[src/rtl/sfmt_pkg.sv]
package sfmt_pkg;
  localparam int unsigned PORT_W   = 20;
  localparam int unsigned SHORT_W  = 18;
  localparam int unsigned NARROW_W = 16;

  // Slot action passed from the sequencer to the shifter.
  typedef enum logic [1:0] {
    CTL_IDLE       = 2'd0,
    CTL_LOAD_ZERO  = 2'd1,
    CTL_LOAD_SHIFT = 2'd2,
    CTL_SHIFT      = 2'd3
  } slot_ctl_e;
endpackage

[src/rtl/sfmt_edge.sv]
module sfmt_edge (
  input  logic clk,
  input  logic rst_n,
  input  logic bck,
  input  logic lrck,
  output logic fall,
  output logic new_field,
  output logic left_start
);
  logic bck_q, lr_q, lr_d;

  assign fall       = bck_q & ~bck;
  assign new_field  = fall & (lrck != lr_q);
  assign left_start = new_field & ~lrck;

  always_comb begin
    lr_d = lr_q;
    if (fall) lr_d = lrck;
  end

  // lr_q starts high so the first low field opens a frame.
  always_ff @(posedge clk or negedge rst_n) begin
    if (!rst_n) begin
      bck_q <= 1'b0;
      lr_q  <= 1'b1;
    end else begin
      bck_q <= bck;
      lr_q  <= lr_d;
    end
  end
endmodule

[src/rtl/sfmt_seq.sv]
module sfmt_seq
  import sfmt_pkg::*;
#(
  parameter int unsigned WORD_W   = PORT_W,
  parameter int unsigned SHORT_LEN = SHORT_W,
  parameter int unsigned NARROW_LEN = NARROW_W
) (
  input  logic      clk,
  input  logic      rst_n,
  input  logic      fall,
  input  logic      new_field,
  input  logic      wck,
  input  logic      mode64,
  input  logic      len18,
  output slot_ctl_e ctl
);
  localparam int unsigned CNT_W = $clog2(WORD_W);

  logic             pending, pending_d;
  logic             used, used_d;
  logic [CNT_W-1:0] remain, remain_d;

  always_comb begin
    pending_d = pending;
    used_d    = used;
    remain_d  = remain;
    ctl       = CTL_IDLE;
    if (fall) begin
      if (new_field) begin
        used_d = 1'b0;
        if (mode64) begin
          pending_d = wck;
          remain_d  = '0;
          ctl       = CTL_LOAD_ZERO;
        end else begin
          pending_d = 1'b0;
          remain_d  = CNT_W'(NARROW_LEN - 1);
          ctl       = CTL_LOAD_SHIFT;
        end
      end else if (pending) begin
        ctl       = CTL_SHIFT;
        pending_d = 1'b0;
        used_d    = 1'b1;
        remain_d  = len18 ? CNT_W'(SHORT_LEN - 1) : CNT_W'(WORD_W - 1);
      end else if (remain != '0) begin
        ctl      = CTL_SHIFT;
        remain_d = remain - 1'b1;
      end else if (mode64 && !used && wck) begin
        pending_d = 1'b1;
      end
    end
  end

  always_ff @(posedge clk or negedge rst_n) begin
    if (!rst_n) begin
      pending <= 1'b0;
      used    <= 1'b0;
      remain  <= '0;
    end else begin
      pending <= pending_d;
      used    <= used_d;
      remain  <= remain_d;
    end
  end

  p_remain_max_r7: assert property (@(posedge clk) disable iff (!rst_n)
    remain <= CNT_W'(WORD_W - 1));
  p_start_len_r7: assert property (@(posedge clk) disable iff (!rst_n)
    fall && !new_field && pending |=>
      used && (remain == ($past(len18) ? CNT_W'(SHORT_LEN - 1) : CNT_W'(WORD_W - 1))));
  p_no_restart_r8: assert property (@(posedge clk) disable iff (!rst_n)
    fall && !new_field && used |=> !pending);
  p_narrow_nostrobe_r9: assert property (@(posedge clk) disable iff (!rst_n)
    fall && new_field && !mode64 |=> !pending && !used);
endmodule

[src/rtl/sfmt_shifter.sv]
module sfmt_shifter
  import sfmt_pkg::*;
#(
  parameter int unsigned WORD_W    = PORT_W,
  parameter int unsigned SHORT_LEN = SHORT_W
) (
  input  logic              clk,
  input  logic              rst_n,
  input  logic              fall,
  input  logic              left_start,
  input  slot_ctl_e         ctl,
  input  logic              len18,
  input  logic [WORD_W-1:0] left_in,
  input  logic [WORD_W-1:0] right_in,
  output logic              sdata
);
  localparam logic [WORD_W-1:0] SHORT_MASK =
    {{SHORT_LEN{1'b1}}, {(WORD_W - SHORT_LEN){1'b0}}};

  logic [WORD_W-1:0] shreg, shreg_d;
  logic [WORD_W-1:0] hold_r, hold_d;
  logic [WORD_W-1:0] word_sel;
  logic              sdata_d;

  // Left word enters straight from the port; right word waits in hold_r.
  always_comb begin
    word_sel = left_start ? left_in : hold_r;
    if (len18) word_sel = word_sel & SHORT_MASK;
  end

  always_comb begin
    hold_d  = hold_r;
    shreg_d = shreg;
    sdata_d = sdata;
    if (left_start) hold_d = right_in;
    unique case (ctl)
      CTL_LOAD_ZERO: begin
        shreg_d = word_sel;
        sdata_d = 1'b0;
      end
      CTL_LOAD_SHIFT: begin
        sdata_d = word_sel[WORD_W-1];
        shreg_d = {word_sel[WORD_W-2:0], 1'b0};
      end
      CTL_SHIFT: begin
        sdata_d = shreg[WORD_W-1];
        shreg_d = {shreg[WORD_W-2:0], 1'b0};
      end
      default: if (fall) sdata_d = 1'b0;
    endcase
  end

  always_ff @(posedge clk or negedge rst_n) begin
    if (!rst_n) begin
      shreg  <= '0;
      hold_r <= '0;
      sdata  <= 1'b0;
    end else begin
      shreg  <= shreg_d;
      hold_r <= hold_d;
      sdata  <= sdata_d;
    end
  end

  p_edge_only_r11: assert property (@(posedge clk) disable iff (!rst_n)
    !fall |=> $stable(sdata));
  p_right_held_r10: assert property (@(posedge clk) disable iff (!rst_n)
    !left_start |=> $stable(hold_r));
endmodule

[src/rtl/aud_field_formatter.sv]
module aud_field_formatter
  import sfmt_pkg::*;
#(
  parameter int unsigned WORD_W     = PORT_W,
  parameter int unsigned SHORT_LEN  = SHORT_W,
  parameter int unsigned NARROW_LEN = NARROW_W
) (
  input  logic              clk,
  input  logic              rst_n,
  input  logic              bck,
  input  logic              lrck,
  input  logic              wck,
  input  logic              mode64,
  input  logic              len18,
  input  logic [WORD_W-1:0] left_in,
  input  logic [WORD_W-1:0] right_in,
  output logic              sdata
);
  logic [1:0] rst_pipe;
  logic       rst_q;
  logic       fall, new_field, left_start;
  slot_ctl_e  ctl;

  // Assert at once, release two clocks later.
  always_ff @(posedge clk or negedge rst_n) begin
    if (!rst_n) rst_pipe <= 2'b00;
    else        rst_pipe <= {rst_pipe[0], 1'b1};
  end
  assign rst_q = rst_pipe[1];

  sfmt_edge u_edge (
    .clk        (clk),
    .rst_n      (rst_q),
    .bck        (bck),
    .lrck       (lrck),
    .fall       (fall),
    .new_field  (new_field),
    .left_start (left_start)
  );

  sfmt_seq #(
    .WORD_W     (WORD_W),
    .SHORT_LEN  (SHORT_LEN),
    .NARROW_LEN (NARROW_LEN)
  ) u_seq (
    .clk       (clk),
    .rst_n     (rst_q),
    .fall      (fall),
    .new_field (new_field),
    .wck       (wck),
    .mode64    (mode64),
    .len18     (len18),
    .ctl       (ctl)
  );

  sfmt_shifter #(
    .WORD_W    (WORD_W),
    .SHORT_LEN (SHORT_LEN)
  ) u_shift (
    .clk        (clk),
    .rst_n      (rst_q),
    .fall       (fall),
    .left_start (left_start),
    .ctl        (ctl),
    .len18      (len18),
    .left_in    (left_in),
    .right_in   (right_in),
    .sdata      (sdata)
  );

  p_lead_zero_r5: assert property (@(posedge clk) disable iff (!rst_q)
    fall && new_field && mode64 |=> !sdata);
  p_reset_low_r1: assert property (@(posedge clk)
    !rst_q |=> !sdata);
endmodule

[config.mk]
export PLATFORM = sky130hd
export DESIGN_NAME = aud_field_formatter
export DESIGN_NICKNAME = d
export VERILOG_FILES = /design/src/rtl/sfmt_pkg.sv /design/src/rtl/sfmt_edge.sv /design/src/rtl/sfmt_seq.sv /design/src/rtl/sfmt_shifter.sv /design/src/rtl/aud_field_formatter.sv
export SDC_FILE = /design/constraint.sdc
export NUM_CORES = 1
export LEC_CHECK = 0
export ABC_AREA = 0
export BUFFER_PORTS_ARGS = -buffer_cell sky130_fd_sc_hd__buf_4
export CELL_PAD_IN_SITES_DETAIL_PLACEMENT = 0
export CELL_PAD_IN_SITES_GLOBAL_PLACEMENT = 1
export CORE_UTILIZATION = 48
export DETAILED_ROUTE_END_ITERATION = 8
export HOLD_SLACK_MARGIN = 0.12
export PLACE_DENSITY = 0.87
export SYNTH_ARGS = -nofsm -noshare
export SYNTH_HDL_FRONTEND = slang
export SYNTH_SLANG_ARGS = --single-unit
[constraint.sdc]
create_clock -name clk -period 3.45 [get_ports clk]
set_input_delay 0.1725 -clock clk [delete_from_list [all_inputs] [get_ports clk]]
set_output_delay 0.1725 -clock clk [all_outputs]
set_load 0.05 [all_outputs]
==> flow_metrics.py, run 1 <==
metrics = {
    "power": {
        "clkPwrFrac": 0.183,
        "power.density_nw_per_um2": 561,
        "pwr-share-seq": 0.506,
        "comb_power_share": 0.311,
        "swShare": 0.314,
        "p_int_w": 0.00131,
        "total_power_w": 0.00191,
        "switching_power_w": 0.000599,
        "ir_worst_vdd_v": 0.000282,
        "p_leak_nw": 1.49,
    },
    "cells_and_area": {
        "antenna_cells": 0,
        "nFillCells": 431,
        "area_growth_pct": 27.5,
        "drive_above_1_share": 0.301,
        "final_nets": 333,
        "fin_cells": 356,
    },
    "worst_setup_path": {
        "cp-endpoint": "u_shift.shreg[17]",
        "startpoint_type": "flip-flop",
        "worstReg2RegStart": "u_seq.remain[0]",
        "slowest_stage": "o41ai_4",
        "end_kind": "flip-flop",
        "crit_path_max_fanout": 23,
        "max_stage_delay_ps": 880,
        "crit_path_cell_trace": "inv_1, ha_1, or3b_4, o41ai_4, and2_1, a221o_1",
        "r2r_slack_ps": 1090,
        "required_ps": 3700,
        "rr_worst_depth": 6,
        "r2r-end": "u_shift.shreg[17]",
        "crit_path_start": "u_seq.remain[0]",
        "cp.arrival_ps": 2600,
        "critPathKind": "flip-flop to flip-flop",
    },
    "clock_network": {
        "cts.sinks": 52,
        "cts.clk_slew.worst_paths_ps": 90,
        "htreeDepth": 2,
        "clk_path_buf_depth": 2,
        "numCtsBuffers": 5,
        "cts-root-buf": "clkbuf_8",
        "clkLatencyLatePin_ps": 310,
        "cts_tree": "built",
        "ctsResizeCount": 0,
    },
    "sta": {
        "fin_tns_setup_ps": 0,
        "setup_viol": 0,
        "tightest_slew_ps": 1090,
        "relSlewSlack": 0.276,
        "hold_viol": 0,
        "fin_crit_sh": 0.683,
        "hold_slack_ps": 132,
        "rsz0062_at_grt": "false",
        "period_minus_slack_ps": 2360,
        "max_freq_ghz": 0.424,
        "final.setup.worst_slack_ps": 1090,
        "fin_skew_ps": 11.2,
        "slew_viol_final": 0,
    },
    "logic_synthesis": {
        "ys_warn_count": 0,
        "yosysTopAreaCell": "dfrtp_1",
        "synth_seq_cells": 52,
        "avgSynthCellArea_um2": 12.1,
        "syn_inst": 220,
        "syn-num-nets": 268,
        "seq_area_frac_synth": 0.488,
        "synth_edf_count": 0,
        "synth_top_area_share": 0.478,
        "synth.most_common_cell": "dfrtp_1",
        "netlist_top_cells_area": "dfrtp_1, mux2i_1, mux2_2, a221o_1, and2_1",
        "synth_cell_type_count": 46,
        "synthesis.area_um2": 2670,
        "synthTopCellsByCount": "dfrtp_1, mux2i_1, mux2_2, a221o_1, and2_1",
        "async_flop_share": 1.00,
        "synth_ff_type": "dfrtp_1",
    },
    "routing": {
        "route.detailed.drc": 0,
        "dr.pass1.iters": 4,
        "routedWlPerCell_um": 15.2,
        "drt_wl_total_um": 5410,
        "drt_iter0_markers": 99,
        "via_count": 1964,
        "vias_per_cell": 5.52,
        "antenna_left": 0,
    },
    "placement": {
        "hpwl_um": 3530,
        "portBuffers": 47,
        "placed_cells": 324,
        "preCtsSetupSlack_ps": 1080,
        "gp_congestion": 0.812,
    },
    "floorplanning": {
        "die-area_um2": 5860,
        "start_util": 0.509,
        "rows": 26,
        "die_h_um": 76.6,
        "io_pins": 48,
        "die_x_um": 76.6,
        "core_area_um2": 5240,
    },
    "global_route": {
        "grt_pass1_vias": 1963,
        "track_usage": 0.198,
        "grt_max_degree": 51,
        "antenna_found_initial": 0,
        "grt_pass1_wl_um": 9080,
        "overflow": 0,
    },
    "flow_run": {
        "cap_violations": 0,
    },
    "status": {
        "status": "complete, no violations",
    },
    "worst_hold_path": {
        "whs_path_depth": 3,
        "hp-class": "input port to flip-flop",
    },
}
logic make-up after synthesis:
group | count (synthesis) | share of synthesized area
fa+ha+maj | 1 | 0.00469
other cells | 1 | 0.00141
buf+inv | 21 | 0.0333
compound gates | 41 | 0.136
simple gates | 43 | 0.0943
flops | 52 | 0.488
mux | 59 | 0.235
xor+xnor | 2 | 0.00657
layer usage:
layer,global-route usage,vias to the layer above,routed length [um]
met3,0.0467,9,217
met4,0.0692,0,83
met5,0,-,0
li1,-,955,-
met2,0.305,43,2460
met1,0.274,957,2650
power by group through the flow:
stage	Combinational [W]	Sequential, W	Clock, W
final	0.000594	0.000965	0.000349
after global routing	0.000656	0.000996	0.000382
after global placement	0.000562	0.000968	0
after floorplan	0.000440	0.000942	0
after detailed placement	0.000577	0.000969	0
after CTS	0.000597	0.000961	0.000358
sequential cells by signal (all words and copies together) (netlist names):
signal,flops
rst_pipe,2
u_edge.bck_q,1
u_edge.lr_q,1
u_seq.pending,1
u_seq.remain,5
u_seq.used,1
u_shift.hold_r,20
u_shift.sdata,1
u_shift.shreg,20
worst min-delay path by stage:
stage,slack (ps),startpoint,endpoint
global placement,-50,rst_n,rst_pipe[0]
finish,130,wck,u_seq.pending
floorplan,-120,rst_n,rst_pipe[0]
global route,140,wck,u_seq.pending
detailed placement,-40,rst_n,rst_pipe[0]
CTS,130,wck,u_seq.pending
repair_timing:
action | in CTS | in global routing
buffers inserted | 0 | 0
hold endpoints to repair | 25 | 0
hold buffers | 24 | 0
layout by cell type (no fill, tap or decap), types with 2 or more instances in the layout:
| master | netlist | layout |
|---|---|---|
| buf_4 | 0 | 49 |
| o21ai_0 | 2 | 2 |
| o22ai_1 | 2 | 2 |
| a21oi_1 | 4 | 4 |
| a31oi_1 | 3 | 3 |
| nor2_1 | 4 | 4 |
| dfrtp_1 | 51 | 50 |
| mux2_2 | 20 | 20 |
| a221o_1 | 18 | 18 |
| dlygate4sd3_1 | 0 | 24 |
| and2_1 | 16 | 16 |
| mux2i_1 | 38 | 38 |
| inv_1 | 5 | 5 |
| clkinv_2 | 0 | 2 |
| nor3_1 | 4 | 4 |
| nand2_1 | 7 | 7 |
| or3_1 | 2 | 2 |
| clkbuf_8 | 0 | 5 |
critical path, delay by kind of cell (launching register included):
kind / cells / cell delay (ps)
adder cells (fa/ha/maj): 1 / 180
buffers and inverters: 1 / 80
flip-flops: 1 / 390
AND/OR/NAND/NOR: 2 / 650
AO/OA/AOI/OAI: 2 / 990
layout make-up:
class | count | area [um^2] | area share
flip-flops and latches | 52 | 1300 | 0.383
multi-input cells | 147 | 1280 | 0.375
repair buffers | 74 | 628 | 0.185
well taps | 70 | 87.6 | 0.0257
clock buffers | 5 | 68.8 | 0.0202
clock inverters | 3 | 18.8 | 0.00552
inverters | 5 | 18.8 | 0.00552
stage by stage:
step | util | instance area (um^2)
2_1_floorplan | - | 2670
3_3_place_gp | 0.587 | 3070
3_5_place_dp | 0.587 | 3070
4_1_cts | 0.650 | 3400
5_1_grt | 0.650 | 3400
6_report | 0.650 | 3400
Power figures use the tool's default switching activity.
==> run 2: changes to the inputs <==
- CORE_UTILIZATION: 48 -> 40
- PLACE_DENSITY: 0.87 -> 0.78
- clock period: 3.45 -> 2 ns (I/O delays scaled with it)
==> run 2 against run 1 <==
  * Power up 95%
  * Clock skew down 6.6 ps
  * The flow now finishes with violations (negative setup slack)
  * Routed wire length up 10%
  * Register-to-register slack worse by 1100 ps
  * First-iteration DRC count up 32%
  * Global-route usage down 1.9 points
  * Clock power up 110%
  * Count of clock-buffer cells in the layout up 1
  * Hold slack better by 23 ps
  * Critical endpoint is now u_shift.shreg[1]
==> flow_metrics.py, run 2 (synthesis gave the netlist of run 1 again) <==
metrics = {
    "status": {
        "status": "complete, but fails checks",
        "violations": "negative setup slack",
    },
    "global_route": {
        "met3_usage": 0.0326,
        "use_met1": 0.244,
        "track_usage": 0.179,
        "grt_max_degree": 51,
        "use_met2": 0.293,
        "antenna_found_initial": 0,
        "overflow": 0,
        "grt_pass1_vias": 2247,
        "busiest_layer": "met2",
        "grt_pass1_wl_um": 10300,
    },
    "clock_network": {
        "clk_path_buf_depth": 2,
        "cts.clk_slew.worst_paths_ps": 90,
        "cts_tree": "built",
        "cts-root-buf": "clkbuf_8",
        "clkLatencyLatePin_ps": 310,
        "numCtsBuffers": 5,
        "cts.sinks": 52,
        "htreeDepth": 2,
    },
    "placement": {
        "hpwl_um": 3920,
        "portBuffers": 47,
        "gp_congestion": 0.790,
    },
    "power": {
        "power.density_nw_per_um2": 994,
        "p_leak_nw": 1.65,
        "p_int_w": 0.00259,
        "pwr-share-seq": 0.444,
        "comb_power_share": 0.357,
        "clkPwrFrac": 0.200,
        "switching_power_w": 0.00113,
        "ir_worst_vdd_v": 0.000496,
        "swShare": 0.304,
    },
    "cells_and_area": {
        "multi_input_area_um2": 1380,
        "area_growth_pct": 40.3,
        "layout.area.seq_um2": 1300,
        "final_nets": 359,
        "antenna_cells": 0,
        "final_common_cell": "buf_4",
        "nFillCells": 531,
        "fin_util": 0.586,
        "largest_registers": "u_shift.hold_r (20), u_shift.shreg (20), u_seq.remain (5)",
        "drive_above_1_share": 0.404,
        "layout_common_cells": "buf_4, dfrtp_1, mux2i_1",
    },
    "sta": {
        "rsz0062_at_grt": "true",
        "setup_viol": 3,
        "tightest_slew_ps": 632,
        "hold_viol": 0,
        "fin_skew_ps": 4.57,
        "relSlewSlack": 0.578,
        "hold_slack_ps": 155,
        "max_freq_ghz": 0.497,
        "slew_viol_final": 0,
        "period_minus_slack_ps": 2010,
        "final.setup.worst_slack_ps": -13.8,
        "fin_crit_sh": 1.01,
    },
    "worst_setup_path": {
        "cp.arrival_ps": 2260,
        "crit_path_cell_trace": "inv_2, ha_4, or3b_4, buf_6, o41a_1, o311a_1, o21ai_1",
        "required_ps": 2240,
        "end_kind": "flip-flop",
        "critPathKind": "flip-flop to flip-flop",
        "max_stage_delay_ps": 490,
        "slowest_stage": "o41a_1",
        "crit_path_max_fanout": 7,
        "startpoint_type": "flip-flop",
    },
    "routing": {
        "routedWlPerCell_um": 15.4,
        "drt_iter0_markers": 131,
        "route.detailed.drc": 0,
        "antenna_left": 0,
        "dr.pass1.iters": 4,
        "vias_per_cell": 5.47,
        "drt_wl_total_um": 5970,
        "via_count": 2126,
    },
    "flow_run": {
        "cap_violations": 0,
    },
    "floorplanning": {
        "die-area_um2": 7000,
        "io_pins": 48,
        "core_area_um2": 6390,
        "rows": 29,
        "die_h_um": 83.7,
        "start_util": 0.418,
        "die_x_um": 83.7,
    },
    "worst_hold_path": {
        "hp-class": "input port to flip-flop",
    },
}
==> run 2: final timing paths <==
kind	cells after the start	end	slack (ps)	start
worst max-delay path	7	u_shift.shreg[1]	-10	u_seq.remain[0]
worst min register to register	0	rst_pipe[1]	370	rst_pipe[0]
worst min-delay path	3	u_shift.shreg[0]	160	left_in[0]
max in group asynchronous	3	rst_pipe[1]	1210	rst_n
min in group asynchronous	1	u_shift.hold_r[0]	380	rst_pipe[1]
worst max register to register	7	u_shift.shreg[1]	-10	u_seq.remain[0]
==> run 2: layout make-up <==
class                           count  share of cell area
Sequential cell                    52               0.348
Timing Repair Buffer               98               0.224
Tap cell                           77              0.0257
Clock inverter                      2              0.0104
Multi-Input combinational cell    149               0.368
Inverter                            5             0.00501
Clock buffer                        6              0.0194
==> run 2: per-layer routing <==
metal / routed length [um] / up-vias
li1: - / 1011
met1: 2770 / 1062
met2: 2930 / 46
met3: 188 / 7
met4: 88 / 0
met5: 0 / -
==> run 2: timing repair <==
item	CTS	global route
setup buffers	0	5
endpoints found under the hold margin	27	0
pin swaps	2	17
gates resized for setup	8	21
gates cloned	1	2
endpoints found under the setup margin	20	22
hold buffers	26	0
==> run 2: critical path: cells and delay by family (launching register included) <==
kind / cells / cell delay [ps]
AO/OA/AOI/OAI: 3 / 790
flip-flops: 1 / 410
AND/OR/NAND/NOR: 1 / 390
buffers and inverters: 2 / 230
adder cells (fa/ha/maj): 1 / 140
==> run 2: per-stage QoR <==
stage / setup TNS [ps] / worst slack (ps) / cell area (um^2) / total power, W / std cells
3_5_place_dp: -3190 / -187 / 3220 / 0.00275 / 347
4_1_cts: 0 / 10.3 / 3610 / 0.00356 / 382
5_1_grt: -1110 / -107 / 3740 / 0.00397 / 389
6_report: -31.6 / -13.8 / 3740 / 0.00372 / 389
3_3_place_gp: -1590 / -90.9 / 3220 / 0.00271 / 347
2_1_floorplan: 0 / 61.0 / 2670 / 0.00238 / 220
==> run 2: power groups by stage <==
stage / clock (W) / combinational [W] / sequential, W
floorplan: 0 / 0.000759 / 0.00162
global placement: 0 / 0.00106 / 0.00164
detailed placement: 0 / 0.00110 / 0.00165
CTS: 0.000765 / 0.00116 / 0.00164
global route: 0.000811 / 0.00145 / 0.00170
finish: 0.000744 / 0.00133 / 0.00165
==> run 3: changes to the inputs <==
- CORE_UTILIZATION: 40 -> 41
- CTS_CLUSTER_SIZE: unset -> 25
- PLACE_DENSITY: 0.78 -> 0.77
- SYNTH_HIERARCHICAL: unset -> 1
==> run 3 against run 2 <==
  * The run still ends with negative setup slack left
  * Hold slack better by 14 ps
  * Fmax is 7.4% lower
  * Clock power is 32% higher
  * Synthesized cell count is 21% lower
  * Critical path type unchanged
  * Largest cell class unchanged
  * Largest power group unchanged
==> flow_metrics.py, run 3 <==
metrics = {
    "status": {
        "status": "complete, but fails checks",
        "violations": "negative setup slack",
    },
    "placement": {
        "gp_congestion": 0.733,
        "portBuffers": 47,
        "preCtsSetupSlack_ps": -79.1,
        "placed_cells": 314,
        "hpwl_um": 3820,
    },
    "sta": {
        "max_freq_ghz": 0.460,
        "setup_viol": 20,
        "fin_crit_sh": 1.09,
        "hold_viol": 0,
        "final.setup.worst_slack_ps": -174,
        "relSlewSlack": 0.577,
        "rsz0062_at_grt": "true",
        "slew_viol_final": 0,
        "hold_slack_ps": 169,
        "period_minus_slack_ps": 2170,
        "tightest_slew_ps": 635,
        "fin_skew_ps": 8.99,
    },
    "worst_hold_path": {
        "hold_path_end": "u_shift/shreg[2]",
        "hold_start": "len18",
        "hp-class": "input port to flip-flop",
        "whs_path_depth": 4,
    },
    "logic_synthesis": {
        "ys_warn_count": 6,
        "synth.most_common_cell": "dfrtp_1",
        "synth_seq_cells": 52,
        "synth_ff_type": "dfrtp_1",
        "syn_inst": 174,
        "netlist_top_cells_area": "dfrtp_1, mux4_2, mux2_2, mux2_4, mux2i_1",
        "synth_cell_type_count": 39,
        "async_flop_share": 1.00,
        "synthesis.area_um2": 2670,
        "yosysTopAreaCell": "dfrtp_1",
        "avgSynthCellArea_um2": 15.3,
        "seq_area_frac_synth": 0.489,
        "synth_edf_count": 0,
        "synth_top_area_share": 0.479,
        "syn-num-nets": 222,
        "synthTopCellsByCount": "dfrtp_1, mux2_2, mux2_4, mux4_2, inv_1",
    },
    "power": {
        "power.density_nw_per_um2": 959,
        "ir_worst_vdd_v": 0.000514,
        "p_leak_nw": 1.89,
    },
    "global_route": {
        "track_usage": 0.218,
        "antenna_found_initial": 0,
        "grt_max_degree": 51,
        "grt_pass1_vias": 2196,
        "grt_pass1_wl_um": 10600,
        "overflow": 0,
    },
    "worst_setup_path": {
        "end_kind": "flip-flop",
        "cp.arrival_ps": 2370,
        "worstReg2RegStart": "u_edge/lr_q",
        "critPathKind": "flip-flop to flip-flop",
        "rr_worst_depth": 8,
        "r2r-end": "u_shift/shreg[19]",
        "startpoint_type": "flip-flop",
        "r2r_slack_ps": -170,
        "crit_path_max_fanout": 6,
        "required_ps": 2190,
    },
    "floorplanning": {
        "rows": 29,
        "io_pins": 48,
        "die-area_um2": 6830,
        "core_area_um2": 6310,
        "die_x_um": 82.6,
        "start_util": 0.422,
        "die_h_um": 82.6,
    },
    "clock_network": {
        "clkLatencyLatePin_ps": 310,
        "cts_tree": "built",
        "cts.sinks": 52,
        "clk_path_buf_depth": 2,
        "cts.clk_slew.worst_paths_ps": 100,
        "cts-root-buf": "clkbuf_8",
        "htreeDepth": 2,
        "numCtsBuffers": 5,
    },
    "cells_and_area": {
        "fin_util": 0.662,
        "largest_registers": "u_shift/hold_r (20), u_shift/shreg (20), u_seq/remain (5)",
        "antenna_cells": 0,
        "area_growth_pct": 56.7,
        "drive_above_1_share": 0.640,
        "final_nets": 350,
        "fin_cells": 380,
        "final_common_cell": "buf_4",
        "nFillCells": 454,
        "layout_common_cells": "buf_4, dfrtp_1, dlygate4sd3_1",
    },
    "routing": {
        "drt_wl_total_um": 6520,
        "route.detailed.drc": 0,
        "antenna_left": 0,
        "drt_iter0_markers": 75,
        "via_count": 1970,
        "routedWlPerCell_um": 17.2,
        "dr.pass1.iters": 4,
        "vias_per_cell": 5.18,
    },
    "flow_run": {
        "cap_violations": 0,
    },
}
## run 3: cell types whose count changed after synthesis, sizes merged, moves of 3 or more
cell / previous run / this run
a221o: 18 / 0
nor3: 5 / 0
mux2: 20 / 43
nand2: 7 / 0
mux4: 1 / 17
mux2i: 38 / 3
a31oi: 3 / 0
and2: 17 / 0
a22oi: 0 / 3
clkbuf: 9 / 2
## run 3: through the flow
stage / power [W] / area [um^2] / TNS (ps)
after floorplan: 0.00244 / 2730 / -1090
after global placement: 0.00278 / 3320 / -381
after detailed placement: 0.00283 / 3320 / -1170
after CTS: 0.00396 / 4090 / -661
after global routing: 0.00423 / 4180 / -3430
final: 0.00401 / 4180 / -2420
## run 3: layout make-up
cell class                      instances  area [um^2]  share of cell area
Sequential cell                        52         1300               0.312
Inverter                                7         26.3             0.00629
Timing Repair Buffer                  131         1200               0.287
Clock inverter                          3         90.1              0.0216
Tap cell                               77         96.3              0.0231
Clock buffer                            5         68.8              0.0165
Multi-Input combinational cell        105         1400               0.334
## run 3: how the worst max path moves through the flow
stage	start	endpoint	slack, ps	cells after the start
floorplan	u_edge/lr_q	u_shift/shreg[3]	-110	7
global placement	u_edge/lr_q	u_shift/shreg[6]	-30	6
detailed placement	u_edge/lr_q	u_shift/shreg[18]	-80	6
CTS	u_edge/lr_q	u_shift/shreg[19]	-80	8
global route	u_edge/lr_q	u_shift/shreg[19]	-210	8
finish	u_edge/lr_q	u_shift/shreg[19]	-170	8
## run 3: cells by family (layout without fill, tap and decap cells)
logic type | count (synthesis) | after routing | share of synthesized area
AOI/OAI and AO/OA | 22 | 22 | 0.0605
xor gates and xnor gates | 2 | 2 | 0.00657
adders and majority gates | 1 | 1 | 0.00469
buffers and inverters | 17 | 146 | 0.0333
DFF | 52 | 52 | 0.489
muxes | 63 | 63 | 0.362
other | 1 | 1 | 0.00141
and+or+nand+nor | 16 | 16 | 0.0432
## run 3: timing repair
action                                  4_1_cts  5_1_grt
hold buffers                                 26        0
pin swaps                                     5        5
endpoints found under the setup margin       19       21
gates cloned                                  4        0
endpoints found under the hold margin        25        0
setup buffers                                24        5
gates resized for setup                      22       14
## run 3: power by group
group | switching, W | internal, W
clock network | 0.000359 | 0.000625
logic | 0.000465 | 0.000909
registers | 0.000237 | 0.00141
total | 0.00106 | 0.00295
## run 3: critical path: stages (launching register included)
cell and delay [ps]:
dfstp_2 590, xnor2_2 100, nor2_4 190, nor2_4 60, buf_6 130, a21oi_4 110, a21boi_4 220, buf_6 160
mux4_2 490
## run 3: metal layers
metal,vias to the layer above,share of wire,track usage,routed length (um)
li1,911,-,-,-
met1,990,0.43,0.268,2790
met2,58,0.50,0.362,3290
met3,11,0.043,0.0495,283
met4,0,0.024,0.103,159
met5,-,0,0,0
